<file path="config.mk">
export PLATFORM = sky130hd
export DESIGN_NAME = rxd_ring_mgr
export DESIGN_NICKNAME = d
export VERILOG_FILES = /design/src/rtl/rxd_pkg.sv /design/src/rtl/rxd_regs.sv /design/src/rtl/rxd_fill.sv /design/src/rtl/rxd_ring.sv /design/src/rtl/rxd_ring_mgr.sv
export SDC_FILE = /design/constraint.sdc
export NUM_CORES = 1
export LEC_CHECK = 0
export CAP_MARGIN = 20
export CORE_MARGIN = 2
export CORE_UTILIZATION = 25
export CTS_CLUSTER_SIZE = 12
export DETAILED_ROUTE_END_ITERATION = 7
export HOLD_SLACK_MARGIN = 0.06
export PLACE_DENSITY = 0.62
export SYNTH_ARGS = -nofsm -noshare
export SYNTH_HDL_FRONTEND = slang
export SYNTH_HIERARCHICAL = 1
export SYNTH_SLANG_ARGS = --single-unit
</file>
<file path="constraint.sdc">
create_clock -name clk -period 8 [get_ports clk]
set_clock_uncertainty 0.05 [all_clocks]
set_input_delay 1.6 -clock clk [delete_from_list [all_inputs] [get_ports clk]]
set_output_delay 1.6 -clock clk [all_outputs]
set_load 0.02 [all_outputs]
</file>
<file path="src/rtl/rxd_pkg.sv">
package rxd_pkg;
  // status halfword bit positions (software decodes these)
  localparam int STAT_EMPTY    = 15;
  localparam int STAT_WRAP     = 13;
  localparam int STAT_ERR_LONG = 1;
  localparam int STAT_ERR_CRC  = 0;
  localparam int KICK_BIT      = 24;

  localparam logic [1:0] REG_BASE  = 2'd0;
  localparam logic [1:0] REG_CTRL  = 2'd1;
  localparam logic [1:0] REG_KICK  = 2'd2;
  localparam logic [1:0] REG_EVCLR = 2'd3;

  typedef struct packed {
    logic [15:0] stat;
    logic [15:0] len;
    logic [31:0] buf_addr;
  } rx_desc_t;

  typedef enum logic [2:0] {
    ST_OFF, ST_FETCH, ST_WAIT, ST_READY, ST_RECV, ST_WB, ST_STALL
  } ring_state_e;

  function automatic logic [15:0] done_status(input logic wrap, input logic crc_bad,
                                              input logic too_long);
    logic [15:0] s;
    s = '0;
    s[STAT_WRAP]     = wrap;
    s[STAT_ERR_CRC]  = crc_bad;
    s[STAT_ERR_LONG] = too_long;
    return s;
  endfunction
endpackage

</file>
<file path="src/rtl/rxd_regs.sv">
module rxd_regs
  import rxd_pkg::*;
#(
  parameter int AW = 4
) (
  input  logic          clk,
  input  logic          rst_n,
  input  logic          reg_wr,
  input  logic [1:0]    reg_sel,
  input  logic [31:0]   reg_wdata,
  input  logic          frame_done,
  output logic [AW-1:0] ring_base,
  output logic          eng_en,
  output logic          kick,
  output logic          frame_sticky
);
  logic clr_evt;
  logic unused_wdata;

  assign kick         = reg_wr && (reg_sel == REG_KICK) && reg_wdata[KICK_BIT];
  assign clr_evt      = reg_wr && (reg_sel == REG_EVCLR) && reg_wdata[0];
  assign unused_wdata = ^reg_wdata;

  always_ff @(posedge clk or negedge rst_n) begin
    if (!rst_n) begin
      ring_base    <= '0;
      eng_en       <= 1'b0;
      frame_sticky <= 1'b0;
    end else begin
      if (reg_wr && reg_sel == REG_BASE) ring_base <= reg_wdata[AW-1:0];
      if (reg_wr && reg_sel == REG_CTRL) eng_en <= reg_wdata[0];
      if (frame_done)   frame_sticky <= 1'b1;
      else if (clr_evt) frame_sticky <= 1'b0;
    end
  end
endmodule

</file>
<file path="src/rtl/rxd_fill.sv">
module rxd_fill #(
  parameter int LW      = 16,
  parameter int MAX_LEN = 1518
) (
  input  logic          clk,
  input  logic          rst_n,
  input  logic          start,
  input  logic          in_recv,
  input  logic          rx_valid,
  input  logic          rx_last,
  input  logic          rx_crc_bad,
  input  logic [7:0]    rx_data,
  input  logic [31:0]   buf_base,
  output logic          buf_wr,
  output logic [31:0]   buf_addr,
  output logic [7:0]    buf_data,
  output logic          done,
  output logic [LW-1:0] len_q,
  output logic          crc_q,
  output logic          long_q
);
  logic          take;
  logic          room;
  logic [LW-1:0] cnt_cur;

  function automatic logic fits(input logic [LW-1:0] n);
    return n < LW'(MAX_LEN);
  endfunction

  assign take     = start | (in_recv & rx_valid);
  assign cnt_cur  = start ? '0 : len_q;
  assign room     = fits(cnt_cur);
  assign buf_wr   = take & room;
  assign buf_addr = buf_base + 32'(cnt_cur);
  assign buf_data = rx_data;
  assign done     = take & rx_last;

  always_ff @(posedge clk or negedge rst_n) begin
    if (!rst_n) begin
      len_q  <= '0;
      crc_q  <= 1'b0;
      long_q <= 1'b0;
    end else if (take) begin
      len_q  <= cnt_cur + {{(LW-1){1'b0}}, room};
      long_q <= (start ? 1'b0 : long_q) | ~room;
      if (rx_last) crc_q <= rx_crc_bad;
    end
  end
endmodule

</file>
<file path="src/rtl/rxd_ring.sv">
module rxd_ring
  import rxd_pkg::*;
#(
  parameter int AW = 4,
  parameter int CW = 16,
  parameter int LW = 16
) (
  input  logic          clk,
  input  logic          rst_n,
  input  logic          eng_en,
  input  logic          kick,
  input  logic [AW-1:0] ring_base,
  input  logic          sof,
  input  logic [63:0]   desc_rdata,
  input  logic          fill_done,
  input  logic [LW-1:0] len_q,
  input  logic          crc_q,
  input  logic          long_q,
  output logic          desc_rd,
  output logic          desc_wr,
  output logic [AW-1:0] desc_addr,
  output logic [63:0]   desc_wdata,
  output logic          in_recv,
  output logic          accept,
  output logic          drop,
  output logic          frame_done,
  output logic [31:0]   cur_buf,
  output logic [CW-1:0] missed_cnt
);
  ring_state_e   state;
  logic [AW-1:0] idx;
  logic          cur_wrap;
  rx_desc_t      rdesc;
  logic          unused_rd;

  function automatic logic [AW-1:0] next_index(input logic [AW-1:0] cur, input logic wrap,
                                               input logic [AW-1:0] base);
    return wrap ? base : cur + AW'(1);
  endfunction

  assign rdesc      = rx_desc_t'(desc_rdata);
  assign unused_rd  = ^{rdesc.len, rdesc.stat[14], rdesc.stat[12:0]};
  assign desc_rd    = (state == ST_FETCH);
  assign desc_wr    = (state == ST_WB);
  assign frame_done = desc_wr;
  assign desc_addr  = idx;
  assign desc_wdata = {done_status(cur_wrap, crc_q, long_q), 16'(len_q), cur_buf};
  assign in_recv    = (state == ST_RECV);
  assign accept     = sof & eng_en & (state == ST_READY);
  assign drop       = sof & eng_en & (state != ST_READY);

  always_ff @(posedge clk or negedge rst_n) begin
    if (!rst_n) begin
      state      <= ST_OFF;
      idx        <= '0;
      cur_buf    <= '0;
      cur_wrap   <= 1'b0;
      missed_cnt <= '0;
    end else begin
      if (drop) missed_cnt <= missed_cnt + CW'(1);
      if (!eng_en) begin
        state <= ST_OFF;
      end else begin
        case (state)
          ST_OFF: begin
            idx   <= ring_base;
            state <= ST_FETCH;
          end
          ST_FETCH: state <= ST_WAIT;
          ST_WAIT: begin
            if (rdesc.stat[STAT_EMPTY]) begin
              cur_buf  <= rdesc.buf_addr;
              cur_wrap <= rdesc.stat[STAT_WRAP];
              state    <= ST_READY;
            end else begin
              state <= ST_STALL;
            end
          end
          ST_READY: if (accept) state <= fill_done ? ST_WB : ST_RECV;
          ST_RECV:  if (fill_done) state <= ST_WB;
          ST_WB: begin
            idx   <= next_index(idx, cur_wrap, ring_base);
            state <= ST_FETCH;
          end
          ST_STALL: if (kick) state <= ST_FETCH;
          default:  state <= ST_OFF;
        endcase
      end
    end
  end
endmodule

</file>
<file path="src/rtl/rxd_ring_mgr.sv">
module rxd_ring_mgr #(
  parameter int AW      = 4,
  parameter int CW      = 16,
  parameter int MAX_LEN = 1518
) (
  input  logic          clk,
  input  logic          rst_n,
  input  logic          reg_wr,
  input  logic [1:0]    reg_sel,
  input  logic [31:0]   reg_wdata,
  input  logic          rx_valid,
  input  logic [7:0]    rx_data,
  input  logic          rx_last,
  input  logic          rx_crc_bad,
  output logic          desc_rd,
  output logic          desc_wr,
  output logic [AW-1:0] desc_addr,
  output logic [63:0]   desc_wdata,
  input  logic [63:0]   desc_rdata,
  output logic          buf_wr,
  output logic [31:0]   buf_addr,
  output logic [7:0]    buf_data,
  output logic          frame_evt,
  output logic          frame_sticky,
  output logic [CW-1:0] missed_cnt
);
  localparam int LW = 16;

  logic          in_frame;
  logic          sof;
  logic          eng_en;
  logic          kick;
  logic [AW-1:0] ring_base;
  logic          in_recv;
  logic          accept;
  logic          drop;
  logic          fill_done;
  logic [LW-1:0] len_q;
  logic          crc_q;
  logic          long_q;
  logic [31:0]   cur_buf;

  always_ff @(posedge clk or negedge rst_n) begin
    if (!rst_n)        in_frame <= 1'b0;
    else if (rx_valid) in_frame <= ~rx_last;
  end
  assign sof = rx_valid & ~in_frame;

  rxd_regs #(.AW(AW)) regs_i (
    .clk(clk), .rst_n(rst_n), .reg_wr(reg_wr), .reg_sel(reg_sel), .reg_wdata(reg_wdata),
    .frame_done(frame_evt), .ring_base(ring_base), .eng_en(eng_en), .kick(kick),
    .frame_sticky(frame_sticky)
  );

  rxd_ring #(.AW(AW), .CW(CW), .LW(LW)) ring_i (
    .clk(clk), .rst_n(rst_n), .eng_en(eng_en), .kick(kick), .ring_base(ring_base),
    .sof(sof), .desc_rdata(desc_rdata), .fill_done(fill_done), .len_q(len_q),
    .crc_q(crc_q), .long_q(long_q), .desc_rd(desc_rd), .desc_wr(desc_wr),
    .desc_addr(desc_addr), .desc_wdata(desc_wdata), .in_recv(in_recv), .accept(accept),
    .drop(drop), .frame_done(frame_evt), .cur_buf(cur_buf), .missed_cnt(missed_cnt)
  );

  rxd_fill #(.LW(LW), .MAX_LEN(MAX_LEN)) fill_i (
    .clk(clk), .rst_n(rst_n), .start(accept), .in_recv(in_recv), .rx_valid(rx_valid),
    .rx_last(rx_last), .rx_crc_bad(rx_crc_bad), .rx_data(rx_data), .buf_base(cur_buf),
    .buf_wr(buf_wr), .buf_addr(buf_addr), .buf_data(buf_data), .done(fill_done),
    .len_q(len_q), .crc_q(crc_q), .long_q(long_q)
  );
endmodule

</file>
Yosys cells after proc, flatten, opt, wreduce, memory -nomap -nowiden

Cells that the tools add are included.

Register bits after elaboration: 81
Word-level logic and storage cells: 70

$add $sub $neg: 4
Order comparisons: 1
Equal/unequal tests: 13
Mux-type cells: 13
Bitwise logic cells: 12
Reduce and logical (&&, ||, !) cells: 15

Operators with widths:

| cell                                                   | number |
|---|---|
| adder 32 x 16 -> 32 bit                                | 1 |
| one-hot mux 3 bit (6 select lines)                     | 1 |
| adder 16 x 1 -> 16 bit                                 | 1 |
| adder 16 x 1 -> 16 bit (second input constant)         | 1 |
| < comparator 16 x 11 -> 1 bit (second input constant)  | 1 |
| 2-to-1 mux 16 bit                                      | 1 |
| 2-to-1 mux 3 bit                                       | 5 |
| == test 3 bit (second input constant)                  | 3 |
| one-hot mux 4 bit (2 select lines)                     | 1 |
| bitwise AND 1 bit                                      | 7 |
| == test 3 x 2 -> 1 bit (second input constant)         | 2 |
| logical AND 1 bit                                      | 6 |
| inequality test 3 x 2 -> 1 bit (second input constant) | 2 |
| inequality test 3 bit (second input constant)          | 2 |
| AND reduction 3 bit                                    | 2 |
| adder 4 x 1 -> 4 bit (second input constant)           | 1 |
| == test 2 bit (second input constant)                  | 2 |
| 2-to-1 mux 1 bit                                       | 4 |
| 2-to-1 mux 4 bit                                       | 1 |
| AND reduction 2 bit                                    | 2 |
| nonzero test 2 bit                                     | 2 |
| == test 3 x 1 -> 1 bit (second input constant)         | 1 |
| zero test 3 bit                                        | 1 |
| NOT 1 bit                                              | 3 |
| other kinds (4)                                        | 5 |

Logic depth before layout (Yosys ltp)

Gate-level depths: netlist of the first run.

Depth after elaboration: 10
Mapped depth: 21
Mapped depth without buffers: 16

Cells and area by module

The synthesis of the first run kept the hierarchy.

Modules (own cells, without submodules):

| module       | instances | cells an instance | area an instance (um^2) | sequential area each (um^2) |
|---|---|---|---|---|
| rxd_ring     | 1         | 253               | 2971.6                  | 1401.3 |
| rxd_fill     | 1         | 343               | 2620.0                  | 450.4 |
| rxd_regs     | 1         | 16                | 257.7                   | 150.1 |
| rxd_ring_mgr | 1         | 4                 | 47.5                    | 25.0 |

Worst setup path after synthesis of the first run

OpenSTA, ideal clock, no wires.

Path kind: in2out
Start point: input rx_valid
End point: output buf_addr[16]
Data arrival time: 5.227 ns
Required time: 6.350 ns
Setup slack: 1.123 ns
Stages on the path: 19
Cells stage by stage: and2b_2 > and3_1 > and2_1 > buf_6 > buf_6 > buf_2 > clkbuf_1 > clkbuf_1 > nor2b_1 > ha_1 > ha_1 > a21oi_1 > nor4_1 > o22a_2 > a31oi_4 > o22ai_2 > a311o_1 > buf_6 > xor2_1

Word-level cells in the longest chain between the ends: 5

Ends and longest elaborated chain:

| element                        | RTL line           | source |
|---|---|---|
| from (decl)                    | rxd_ring_mgr.sv:11 | `input logic rx_valid,` |
| bitwise AND 1 bit              | rxd_ring_mgr.sv:47 | `assign sof = rx_valid & ~in_frame;` |
| bitwise AND 1 bit (2 in a row) | rxd_ring.sv:49     | `assign accept = sof & eng_en & (state == ST_READY);` |
| net accept                     | rxd_ring_mgr.sv:35 | `logic accept;` |
| 2-to-1 mux 16 bit              | rxd_fill.sv:31     | `assign cnt_cur = start ? '0 : len_q;` |
| adder 32 x 16 -> 32 bit        | rxd_fill.sv:34     | `assign buf_addr = buf_base + 32'(cnt_cur);` |
| to (decl)                      | rxd_ring_mgr.sv:21 | `output logic [31:0] buf_addr,` |

The timed path passes the listed nets, and every way through them passes these cells.

Final worst setup path of the first run

Start point: input rx_valid
End point: output buf_addr[28]

Word-level cells in the longest chain between the ends: 5

Ends and longest elaborated chain:

| element                        | RTL line           | source |
|---|---|---|
| bitwise AND 1 bit              | rxd_ring_mgr.sv:47 |  |
| net sof                        | rxd_ring_mgr.sv:30 | `logic sof;` |
| bitwise AND 1 bit (2 in a row) | rxd_ring.sv:49     |  |
| net accept                     | rxd_ring_mgr.sv:35 |  |
| 2-to-1 mux 16 bit              | rxd_fill.sv:31     |  |
| adder 32 x 16 -> 32 bit        | rxd_fill.sv:34     |  |

The timed path passes the listed nets, and every way through them passes these cells.

==> results of run 1 <==
routing by layer:
layer  vias up  share of wire [%]  wire length, µm
li1       2248                  -                -
met1      2209                 45             6780
met2       121                 47             7110
met3        13                7.5             1140
met4         0                1.1              166
met5         -                  0                0
area by class of cell:
class,count,area (µm²)
Clock buffer,11,253
Clock inverter,5,43.8
Fill cell,2439,15900
Inverter,12,45.0
Multi-Input combinational cell,428,3110
Sequential cell,81,2030
Tap cell,319,399
Timing Repair Buffer,161,1590
path summary, 6_finish.rpt:
path	end	from	slack, ns
worst max-delay path	buf_addr[28]	rx_valid	0.59
worst min-delay path	regs_i/frame_sticky$_DFFE_PN0P_	regs_i/frame_sticky$_DFFE_PN0P_	0.43
worst max register to register	fill_i/len_q[15]$_DFFE_PN0N_	ring_i/state[2]$_DFFE_PN0P_	3.38
worst min register to register	regs_i/frame_sticky$_DFFE_PN0P_	regs_i/frame_sticky$_DFFE_PN0P_	0.43
max in group asynchronous	fill_i/len_q[0]$_DFFE_PN0N_	rst_n	5.69
min in group asynchronous	ring_i/cur_buf[27]$_DFFE_PN0P_	rst_n	1.09
cells in the final DEF, fill, tap and decap left out, types with 7 or more instances in the layout:
cell               n
o211ai_1           7
xnor2_1           52
dfrtp_1           81
o21ai_0           22
a21oi_1           27
nand4_1           17
ha_1               8
a31oi_1           11
clkbuf_16          9
mux2_2            37
clkdlybuf4s50_1  153
inv_1             12
nand2_1           37
buf_4              8
xor2_1            17
nand3_1           18
nor2b_1           20
and3_1            13
nor2_1            28
conb_1            13
Yosys cell counts (5+ instances only):
| library cell | instances |
|---|---|
| o21ai_0 | 22 |
| and3_1 | 13 |
| o211ai_1 | 7 |
| a21o_1 | 5 |
| clkbuf_1 | 6 |
| mux2_2 | 37 |
| nand3_1 | 18 |
| buf_2 | 16 |
| xnor2_1 | 52 |
| nand2_1 | 37 |
| buf_4 | 77 |
| buf_6 | 7 |
| nor2b_1 | 20 |
| inv_1 | 12 |
| a21oi_1 | 27 |
| a31oi_1 | 11 |
| nor3_1 | 5 |
| nor2_1 | 28 |
| ha_1 | 8 |
| xor2_1 | 17 |
| nand4_1 | 17 |
| dfrtp_1 | 81 |
| o22ai_1 | 6 |
critical path, stage by stage:
cell and delay, ns:
clkdlybuf4s50_1 0.42, and2b_2 0.23, and3_1 0.18, and2_2 0.22, nor2b_1 0.16, ha_1 0.25
ha_1 0.23, a21oi_1 0.08, nor4_1 0.25, o22a_2 0.25, a31oi_4 0.13, o22ai_2 0.26
a311o_1 0.50, nand4_1 0.17, xnor2_1 0.17, clkdlybuf4s50_1 0.65
registers in the layout (all words and copies together) (netlist names):
register             count
fill_i/crc_q             1
fill_i/len_q            16
fill_i/long_q            1
in_frame                 1
regs_i/eng_en            1
regs_i/frame_sticky      1
regs_i/ring_base         4
ring_i/cur_buf          32
ring_i/cur_wrap          1
ring_i/desc_addr         4
ring_i/missed_cnt       16
ring_i/state             3
per-stage QoR:
stage	power, mW	area (µm²)	hold WS [ns]
floorplan	1.62	5940	0.406
global placement	2.05	7170	0.410
detailed placement	2.06	7170	0.416
CTS	2.50	7470	0.432
global route	2.63	7470	0.457
finish	2.46	7470	0.429
power groups by stage:
stage | registers, mW | clock network [mW] | logic, mW
2_1_floorplan | 0.685 | 0 | 0.933
3_3_place_gp | 0.784 | 0 | 1.26
3_5_place_dp | 0.789 | 0 | 1.27
4_1_cts | 0.783 | 0.444 | 1.28
5_1_grt | 0.815 | 0.462 | 1.36
6_report | 0.780 | 0.419 | 1.26
cell families (layout without fill, tap and decap cells):
| logic type | Yosys count | after routing |
|---|---|---|
| simple gates | 182 | 182 |
| buf+inv | 119 | 189 |
| compound gates | 111 | 111 |
| flops | 81 | 81 |
| xor+xnor | 69 | 69 |
| mux | 44 | 44 |
| fa+ha+maj | 9 | 9 |
| other cells | 1 | 13 |
==> key figures, run 1 <==
Yosys
  • Ys flop type: dfrtp_1
  • Asr flop ratio synth: 100%
  • Sequential area share after synthesis: 34.4%
  • Yosys reg bits: 81
  • Cell area after synthesis: about 5900 µm²
  • Post-Synth Simple-Gate Area: between 10% and 20%
  • Synth Area in Compound Gates: a little over an eighth
  • Adder-Cell Fraction of Synth Area: 1.87%
  • Warnings from Yosys: 6
  • Synth Area in XOR/XNOR: 10.2%
  • Synth Instances: about 620
  • Post-synth EDFFs: 0
  • Top post-synthesis cells by area: dfrtp_1, buf_4, xnor2_1
  • Largest family of logic cells by synthesized area: simple AND/OR/NAND/NOR gates
  • Avg Cell Area, Syn: ~9.6 µm²
  • Synth top area share: roughly a third
  • Mux share of post-synthesis cell area: roughly 8.3%
  • Synth cell types: 80
  • Synth area leader: dfrtp_1

Layout
  • Antenna Diode Count: 0
  • Area Growth Syn to Fin: 26.6%
  • Layout Nets: slightly above 800
  • Fin util: between 30% and 40%
  • Layout cells sized above 1: between 10% and 20%
  • Post-Layout Cell Count: 1017

Route
  • DR DRC count: 0
  • WL final: about 15000 µm
  • Initial drt markers: 199
  • Routed length per instance: about 15 µm
  • Pre-antenna DRT Iters: 4
  • DR vias: between 4000 and 5000
  • DRT antenna net count: 0
  • Vias/cell: between 4 and 5

STA
  • Final Slew Violations: 0
  • Worst Tran Pin Value: a little over 0.8 ns
  • # setup viols final: 0
  • Final hold vios: 0
  • RSZ-0062 raised after global routing: false
  • Max-Slew Margin vs Limit: between 40 and 50%
  • Fin crit share: between 90 and 100%
  • TNS Setup: 0 ns
  • Max Clock Freq: roughly 0.13 GHz
  • Minimum clock period: 7.41 ns
  • Fin worst setup slack: between 0.5 and 0.6 ns

Global routing
  • Busiest grt layer: met2
  • M2 GR Usage: 19.8%
  • GRT Total Usage: between 10 and 15%
  • Maximum number of pins on one net before global-route repair: 60
  • Vias in the first global route: around 4400
  • Grt met3 use: just under 5%
  • First-pass GRT wire length: ~24000 µm
  • Total grt overflow: 0
  • Initial antenna violation count: 0
  • M1 GR Usage: ~16%

Floorplanning
  • Core area: between 20000 and 25000 µm²
  • Die H: between 150 and 200 µm
  • Die W: between 150 and 200 µm
  • Die Area: roughly 25000 µm²
  • Row cnt: between 50 and 60
  • Initial Utilization: 25.3%
  • Num ports: around 240

Power and ir drop
  • Leakage: approximately 2.9 nW
  • Comb pwr share: 51.2%
  • Reg power frac: around a third
  • Clock power share: between 10% and 20%
  • NetSw: approximately 1.0 mW
  • PwrDens: roughly 330 nW/µm²
  • Internal: 1.41 mW
  • Switching share of power: 42.7%
  • Peak VDD IR: around 0.00016 V

Clocking
  • Worst-Skew Late Latency: between 0.3 and 0.4 ns
  • Setup Buffers After CTS: 0
  • Depth of the CTS H-tree: 3
  • CTS Buf Count: 9
  • Root Buffer: clkbuf_16
  • Resize count post-CTS: 0
  • Max clock buf depth: 2
  • Post-CTS Hold Buffers: 0
  • CTS tree: built
  • CTS clk-pin slew, worst paths: approximately 0.070 ns
  • Clk sinks: 81

Flow run
  • Max Cap Viol: 0

Setup path
  • Arrival @ worst endpoint: around 5.8 ns
  • Critical path endpoint category: primary output
  • Crit-path max FO: 8
  • Req. time, crit path: around 6.4 ns
  • R2R depth: 18
  • Critical path class: in2out
  • Crit start category: input pin

Place
  • Inst Count DP: roughly 1000
  • Detailed Place HPWL: ~11000 µm
  • Port-buffer cells: approximately 150
  • Gp weighted congestion: 0.814
  • DP Worst Slack: 0.581 ns

Min path
  • Hold crit path type: reg2reg
  • Worst Hold Path Cells: 1

Status
  • Status: complete, no violations
(Power assumes the default switching activity.)
==> inputs of run 2 (changes only) <==
==> constraint.sdc (replaced) <==
create_clock -name clk -period 8 [get_ports clk]
set_clock_uncertainty 0.05 [all_clocks]
set_input_delay 1.6 -clock clk [delete_from_list [all_inputs] [get_ports clk]]
set_output_delay 1.6 -clock clk [all_outputs]
set_load 0.01 [all_outputs]
==> key figures, run 2 (synthesis gave the netlist of run 1 again) <==
Place
  • Port-buffer cells: 154 (unchanged)
  • Gp weighted congestion: 0.806 (-1.0%)
  • Detailed Place HPWL: 11200 µm (-1.7%)
  • DP Area: 7160 µm² (-0.10%)

Layout
  • Area Growth Syn to Fin: 26.6% (about the same)
  • Layout cells sized above 1: 12.6% (-0.27 points)
  • Antenna Diode Count: 0 (unchanged)
  • Largest Register: ring_i/cur_buf
  • Register area: 2030 µm² (unchanged)
  • Fill count: 2440 (+0.041%)
  • Footprint of the multi-input gates: 3110 µm² (unchanged)
  • Leading cell types in the layout, fill and taps excluded: clkdlybuf4s50_1, dfrtp_1, xnor2_1
  • Fin area: 7460 µm² (about the same)
  • Commonest non-fill, non-tap cell in the layout: clkdlybuf4s50_1
  • Layout Nets: 812 (-0.12%)
  • Biggest regs: ring_i/cur_buf: 32 flops, fill_i/len_q: 16 flops, ring_i/missed_cnt: 16 flops
  • Largest register FFs: 32 (unchanged)

Power and ir drop
  • Leakage: 2.86 nW (-0.29%)
  • NetSw: 879 µW (-16%)
  • Reg power frac: 33.9% (+2.2 points)
  • Clock power share: 19.0% (+1.9 points)
  • Internal: 1.42 mW (+0.86%)
  • Peak VDD IR: 0.000149 V (-7.6%)
  • Comb pwr share: 47.1% (-4.1 points)
  • Switching share of power: 38.2% (-4.5 points)
  • PwrDens: 308 nW/µm² (-6.4%)

Setup path
  • Crit-path max cell delay: 0.59 ns (-0.06 ns)
  • Cell family with most CP delay: simple AND/OR/NAND/NOR gates
  • Req. time, crit path: 6.35 ns (about the same)
  • Crit start category: input pin
  • Critical path endpoint category: primary output
  • Cell Chain, Critical Path: clkdlybuf4s50_1 > and2b_2 > and3_1 > and2_2 > nor2b_1 > ha_1 > ha_1 > a21oi_1 > nor4_1 > o22a_2 > a31oi_4 > o22ai_2 > a311o_1 > nand4_1 > xnor2_1 > clkdlybuf4s50_1
  • Slowest CP cell: clkdlybuf4s50_1
  • Crit path buf inv count: 2 (unchanged)
  • Crit-path max FO: 8 (unchanged)
  • Arrival @ worst endpoint: 5.82 ns (+0.06 ns)
  • Critical path class: in2out

Clocking
  • Root Buffer: clkbuf_16
  • Worst-Skew Late Latency: 0.35 ns (about the same)
  • Max clock buf depth: 2 (unchanged)
  • CTS clk-pin slew, worst paths: 0.07 ns (about the same)
  • Depth of the CTS H-tree: 3 (unchanged)
  • Resize count post-CTS: 0 (unchanged)
  • Clk sinks: 81 (unchanged)
  • CTS Buf Count: 9 (unchanged)
  • Post-CTS Hold Buffers: 0 (unchanged)
  • CTS tree: built
  • Setup Buffers After CTS: 0 (unchanged)

Floorplanning
  • Row cnt: 56 (unchanged)
  • Die W: 158 µm (unchanged)
  • Initial Utilization: 25.3% (unchanged)
  • Die Area: 24800 µm² (unchanged)
  • Core area: 23300 µm² (unchanged)
  • Die H: 158 µm (unchanged)
  • Num ports: 241 (unchanged)

Route
  • DRT antenna net count: 0 (unchanged)
  • Routed length per instance: 14.9 µm (about the same)
  • Vias/cell: 4.53 (+0.27%)
  • DR DRC count: 0 (unchanged)
  • Pre-antenna DRT Iters: 4 (unchanged)
  • DR vias: 4599 (+0.17%)
  • WL final: 15200 µm (about the same)
  • Initial drt markers: 160 (-20%)

Flow run
  • Max Cap Viol: 0 (unchanged)

Min path
  • Hold crit path type: reg2reg

Status
  • Status: complete, no violations

STA
  • RSZ-0062 raised after global routing: false
  • Fin crit share: 93.4% (+0.79 points)
  • # setup viols final: 0 (unchanged)
  • Max-Slew Margin vs Limit: 47.3% (+1.2 points)
  • Max Clock Freq: 0.134 GHz (-0.85%)
  • Worst Tran Pin Value: 0.790 ns (-0.0185 ns)
  • Final hold vios: 0 (unchanged)
  • TNS Setup: 0 ns (unchanged)
  • Final Slew Violations: 0 (unchanged)
  • Minimum clock period: 7.47 ns (+0.0634 ns)

Global routing
  • GRT Total Usage: 12.2% (-0.20 points)
  • Total grt overflow: 0 (unchanged)
  • Maximum number of pins on one net before global-route repair: 59 (-1.7%)
  • Vias in the first global route: 4354 (-1.2%)
  • First-pass GRT wire length: 23500 µm (-2.2%)
  • Initial antenna violation count: 0 (unchanged)
run 2: cell types whose count changed in the layout (fill, tap and decap cells not counted):
cell | before | now
buf_4 | 8 | 7
bufinv_16 | 0 | 1
clkbuf_1 | 0 | 1
clkbuf_8 | 2 | 0
clkinvlp_4 | 0 | 1
inv_6 | 4 | 3
run 2: through the flow:
step / setup WS (ns) / util (%) / std cells / total power [mW] / hold WS, ns
after floorplan: 1.21 / - / 628 / 1.44 / 0.406
after global placement: 0.531 / 30.7 / 1000 / 1.87 / 0.410
after detailed placement: 0.496 / 30.7 / 1000 / 1.88 / 0.415
after CTS: 0.485 / 32.0 / 1016 / 2.34 / 0.432
after global routing: 0.210 / 32.0 / 1016 / 2.47 / 0.468
final: 0.527 / 32.0 / 1016 / 2.30 / 0.429
run 2: layout make-up:
cell class | count | share of cell area (%)
tap | 319 | 5.35
timing repair buffer | 160 | 21.2
inverter | 12 | 0.604
clock buffer | 10 | 3.07
clock inverter | 6 | 0.972
sequential | 81 | 27.2
multi-input combinational | 428 | 41.6
run 2: path summary, 6_finish.rpt:
check | startpoint | to | slack (ns) | cells past startpoint
worst min-delay path | regs_i/frame_sticky$_DFFE_PN0P_ | regs_i/frame_sticky$_DFFE_PN0P_ | 0.43 | 1
max in group asynchronous | rst_n | ring_i/cur_buf[6]$_DFFE_PN0P_ | 5.72 | 2
worst min register to register | regs_i/frame_sticky$_DFFE_PN0P_ | regs_i/frame_sticky$_DFFE_PN0P_ | 0.43 | 1
min in group asynchronous | rst_n | ring_i/missed_cnt[6]$_DFFE_PN0P_ | 1.08 | 1
worst max register to register | ring_i/state[2]$_DFFE_PN0P_ | fill_i/len_q[15]$_DFFE_PN0N_ | 3.78 | 17
worst max-delay path | rx_valid | buf_addr[28] | 0.53 | 16
run 2: power by group through the flow:
stage          sequential, mW  clock [mW]  combinational, mW
2_1_floorplan           0.668           0              0.767
3_3_place_gp            0.784           0               1.09
3_5_place_dp            0.787           0               1.10
4_1_cts                 0.781       0.459               1.10
5_1_grt                 0.813       0.476               1.18
6_report                0.780       0.438               1.08
run 2: metal layers:
metal / wire length [µm] / global-route usage (%)
met3: 1080 / 4.30
met2: 7030 / 19.8
met4: 196 / 3.72
met1: 6880 / 15.2
met5: 0 / 0
==> inputs of run 3 (changes only) <==
- CTS_BUF_LIST: not set -> sky130_fd_sc_hd__clkbuf_4 sky130_fd_sc_hd__clkbuf_8
==> key figures, run 3 (synthesis gave the netlist of run 1 again) <==
Route
  • WL met2: 6980 µm (-0.75%)
  • Initial drt markers: 170 (+6.3%)
  • Routed length per instance: 14.8 µm (-0.68%)
  • DR vias: 4609 (+0.22%)
  • DRT antenna net count: 0 (unchanged)
  • Met1 wire length: 6830 µm (-0.70%)
  • DR DRC count: 0 (unchanged)
  • Vias/cell: 4.54 (+0.22%)
  • WL final: 15100 µm (-0.68%)
  • Met3 WL: 1070 µm (-0.37%)
  • Pre-antenna DRT Iters: 6 (+2)
  • Highest routed layer: met4

Floorplanning
  • Die W: 158 µm (unchanged)
  • Die H: 158 µm (unchanged)
  • Num ports: 241 (unchanged)
  • Row cnt: 56 (unchanged)
  • Initial Utilization: 25.3% (unchanged)
  • Core area: 23300 µm² (unchanged)
  • Die Area: 24800 µm² (unchanged)

Clocking
  • Clk sinks: 81 (unchanged)
  • CTS clk-pin slew, worst paths: 0.10 ns (+0.03 ns)
  • Post-CTS Hold Buffers: 0 (unchanged)
  • CTS Buf Count: 9 (unchanged)
  • Depth of the CTS H-tree: 3 (unchanged)
  • CTS tree: built
  • Max clock buf depth: 2 (unchanged)
  • Resize count post-CTS: 0 (unchanged)
  • Setup Buffers After CTS: 0 (unchanged)
  • Worst-Skew Late Latency: 0.38 ns (+0.03 ns)
  • Root Buffer: clkbuf_8

Global routing
  • GRT Total Usage: 12.1% (-0.11 points)
  • First-pass GRT wire length: 23400 µm (-0.50%)
  • Maximum number of pins on one net before global-route repair: 59 (unchanged)
  • Total grt overflow: 0 (unchanged)
  • Vias in the first global route: 4332 (-0.51%)
  • Initial antenna violation count: 0 (unchanged)

Setup path
  • Arrival @ worst endpoint: 5.82 ns (about the same)
  • Critical path endpoint category: primary output
  • Req. time, crit path: 6.35 ns (about the same)
  • Crit-path max FO: 8 (unchanged)
  • Crit start category: input pin
  • Critical path class: in2out

Status
  • Status: complete, no violations

Layout
  • Layout Nets: 812 (unchanged)
  • Antenna Diode Count: 0 (unchanged)
  • Layout cells sized above 1: 12.8% (+0.14 points)
  • Leading cell types in the layout, fill and taps excluded: clkdlybuf4s50_1, dfrtp_1, xnor2_1
  • Largest register FFs: 32 (unchanged)
  • Commonest non-fill, non-tap cell in the layout: clkdlybuf4s50_1
  • Area Growth Syn to Fin: 24.9%
  • Largest Register: ring_i/cur_buf
  • Biggest regs: ring_i/cur_buf: 32 flops, fill_i/len_q: 16 flops, ring_i/missed_cnt: 16 flops

Min path
  • Hold crit path type: reg2reg

STA
  • RSZ-0062 raised after global routing: false
  • Max Clock Freq: 0.134 GHz (about the same)
  • TNS Setup: 0 ns (unchanged)
  • Minimum clock period: 7.47 ns (+0.00130 ns)
  • # setup viols final: 0 (unchanged)
  • Final hold vios: 0 (unchanged)
  • Fin crit share: 93.4% (about the same)
  • Max-Slew Margin vs Limit: 47.0% (-0.35 points)
  • Final Slew Violations: 0 (unchanged)
  • Worst Tran Pin Value: 0.796 ns (+0.00519 ns)

Power and ir drop
  • Leakage: 2.82 nW (-1.5%)
  • Switching share of power: 39.4% (+1.2 points)
  • NetSw: 864 µW (-1.8%)
  • Clock power share: 15.0% (-4.0 points)
  • Reg power frac: 35.5% (+1.6 points)
  • Total power: 2.19 mW (-4.8%)
  • Peak VDD IR: 0.000124 V (-17%)
  • Comb pwr share: 49.5% (+2.4 points)
  • PwrDens: 297 nW/µm² (-3.5%)
  • Internal: 1.33 mW (-6.7%)

Place
  • Port-buffer cells: 154 (unchanged)
  • Detailed Place HPWL: 11200 µm (unchanged)
  • Gp weighted congestion: 0.806 (unchanged)

Flow run
  • Max Cap Viol: 0 (unchanged)
## run 3: stage by stage
stage               util, %  instance area [µm²]  std cells  hold WS (ns)  setup slack [ns]
finish                 31.6                 7370       1016         0.437             0.526
CTS                    31.6                 7370       1016         0.440             0.485
detailed placement     30.7                 7160       1000         0.415             0.496
global placement       30.7                 7160       1000         0.410             0.531
global route           31.6                 7370       1016         0.473             0.210
floorplan                 -                 5940        628         0.406              1.21
## run 3: path summary, 6_finish.rpt
| check | slack [ns] | from | endpoint | depth (start not counted) |
|---|---|---|---|---|
| worst min-delay path | 0.44 | regs_i/frame_sticky$_DFFE_PN0P_ | regs_i/frame_sticky$_DFFE_PN0P_ | 1 |
| worst min register to register | 0.44 | regs_i/frame_sticky$_DFFE_PN0P_ | regs_i/frame_sticky$_DFFE_PN0P_ | 1 |
| worst max register to register | 3.77 | ring_i/state[0]$_DFFE_PN0P_ | fill_i/len_q[15]$_DFFE_PN0N_ | 17 |
| min in group asynchronous | 1.05 | rst_n | ring_i/missed_cnt[6]$_DFFE_PN0P_ | 1 |
| worst max-delay path | 0.53 | rx_valid | buf_addr[28] | 16 |
| max in group asynchronous | 5.74 | rst_n | ring_i/cur_buf[6]$_DFFE_PN0P_ | 2 |
## run 3: metal layers
layer	vias up	track usage [%]
met2	115	19.5
met1	2243	15.2
met4	0	3.33
met3	13	4.38
li1	2238	-
met5	-	0
## run 3: power by group through the flow
| stage | registers [mW] | clock network, mW | logic [mW] |
|---|---|---|---|
| 2_1_floorplan | 0.668 | 0 | 0.767 |
| 3_3_place_gp | 0.784 | 0 | 1.09 |
| 3_5_place_dp | 0.787 | 0 | 1.10 |
| 4_1_cts | 0.781 | 0.350 | 1.10 |
| 5_1_grt | 0.813 | 0.365 | 1.18 |
| 6_report | 0.778 | 0.329 | 1.08 |
## run 3: area by class of cell
type | instances | area (µm²)
clock buffer | 10 | 131
multi-input combinational | 428 | 3110
timing repair buffer | 160 | 1580
clock inverter | 6 | 72.6
tap | 319 | 399
inverter | 12 | 45.0
fill | 2453 | 16000
sequential | 81 | 2030
## run 3: worst max-delay path, cell delays in order
cell and delay [ns]:
clkdlybuf4s50_1 0.52, and2b_2 0.28, and3_1 0.17, and2_2 0.22
nor2b_1 0.16, ha_1 0.26, ha_1 0.23, a21oi_1 0.07
nor4_1 0.27, o22a_2 0.25, a31oi_4 0.13, o22ai_2 0.23
a311o_1 0.50, nand4_1 0.17, xnor2_1 0.16, clkdlybuf4s50_1 0.58
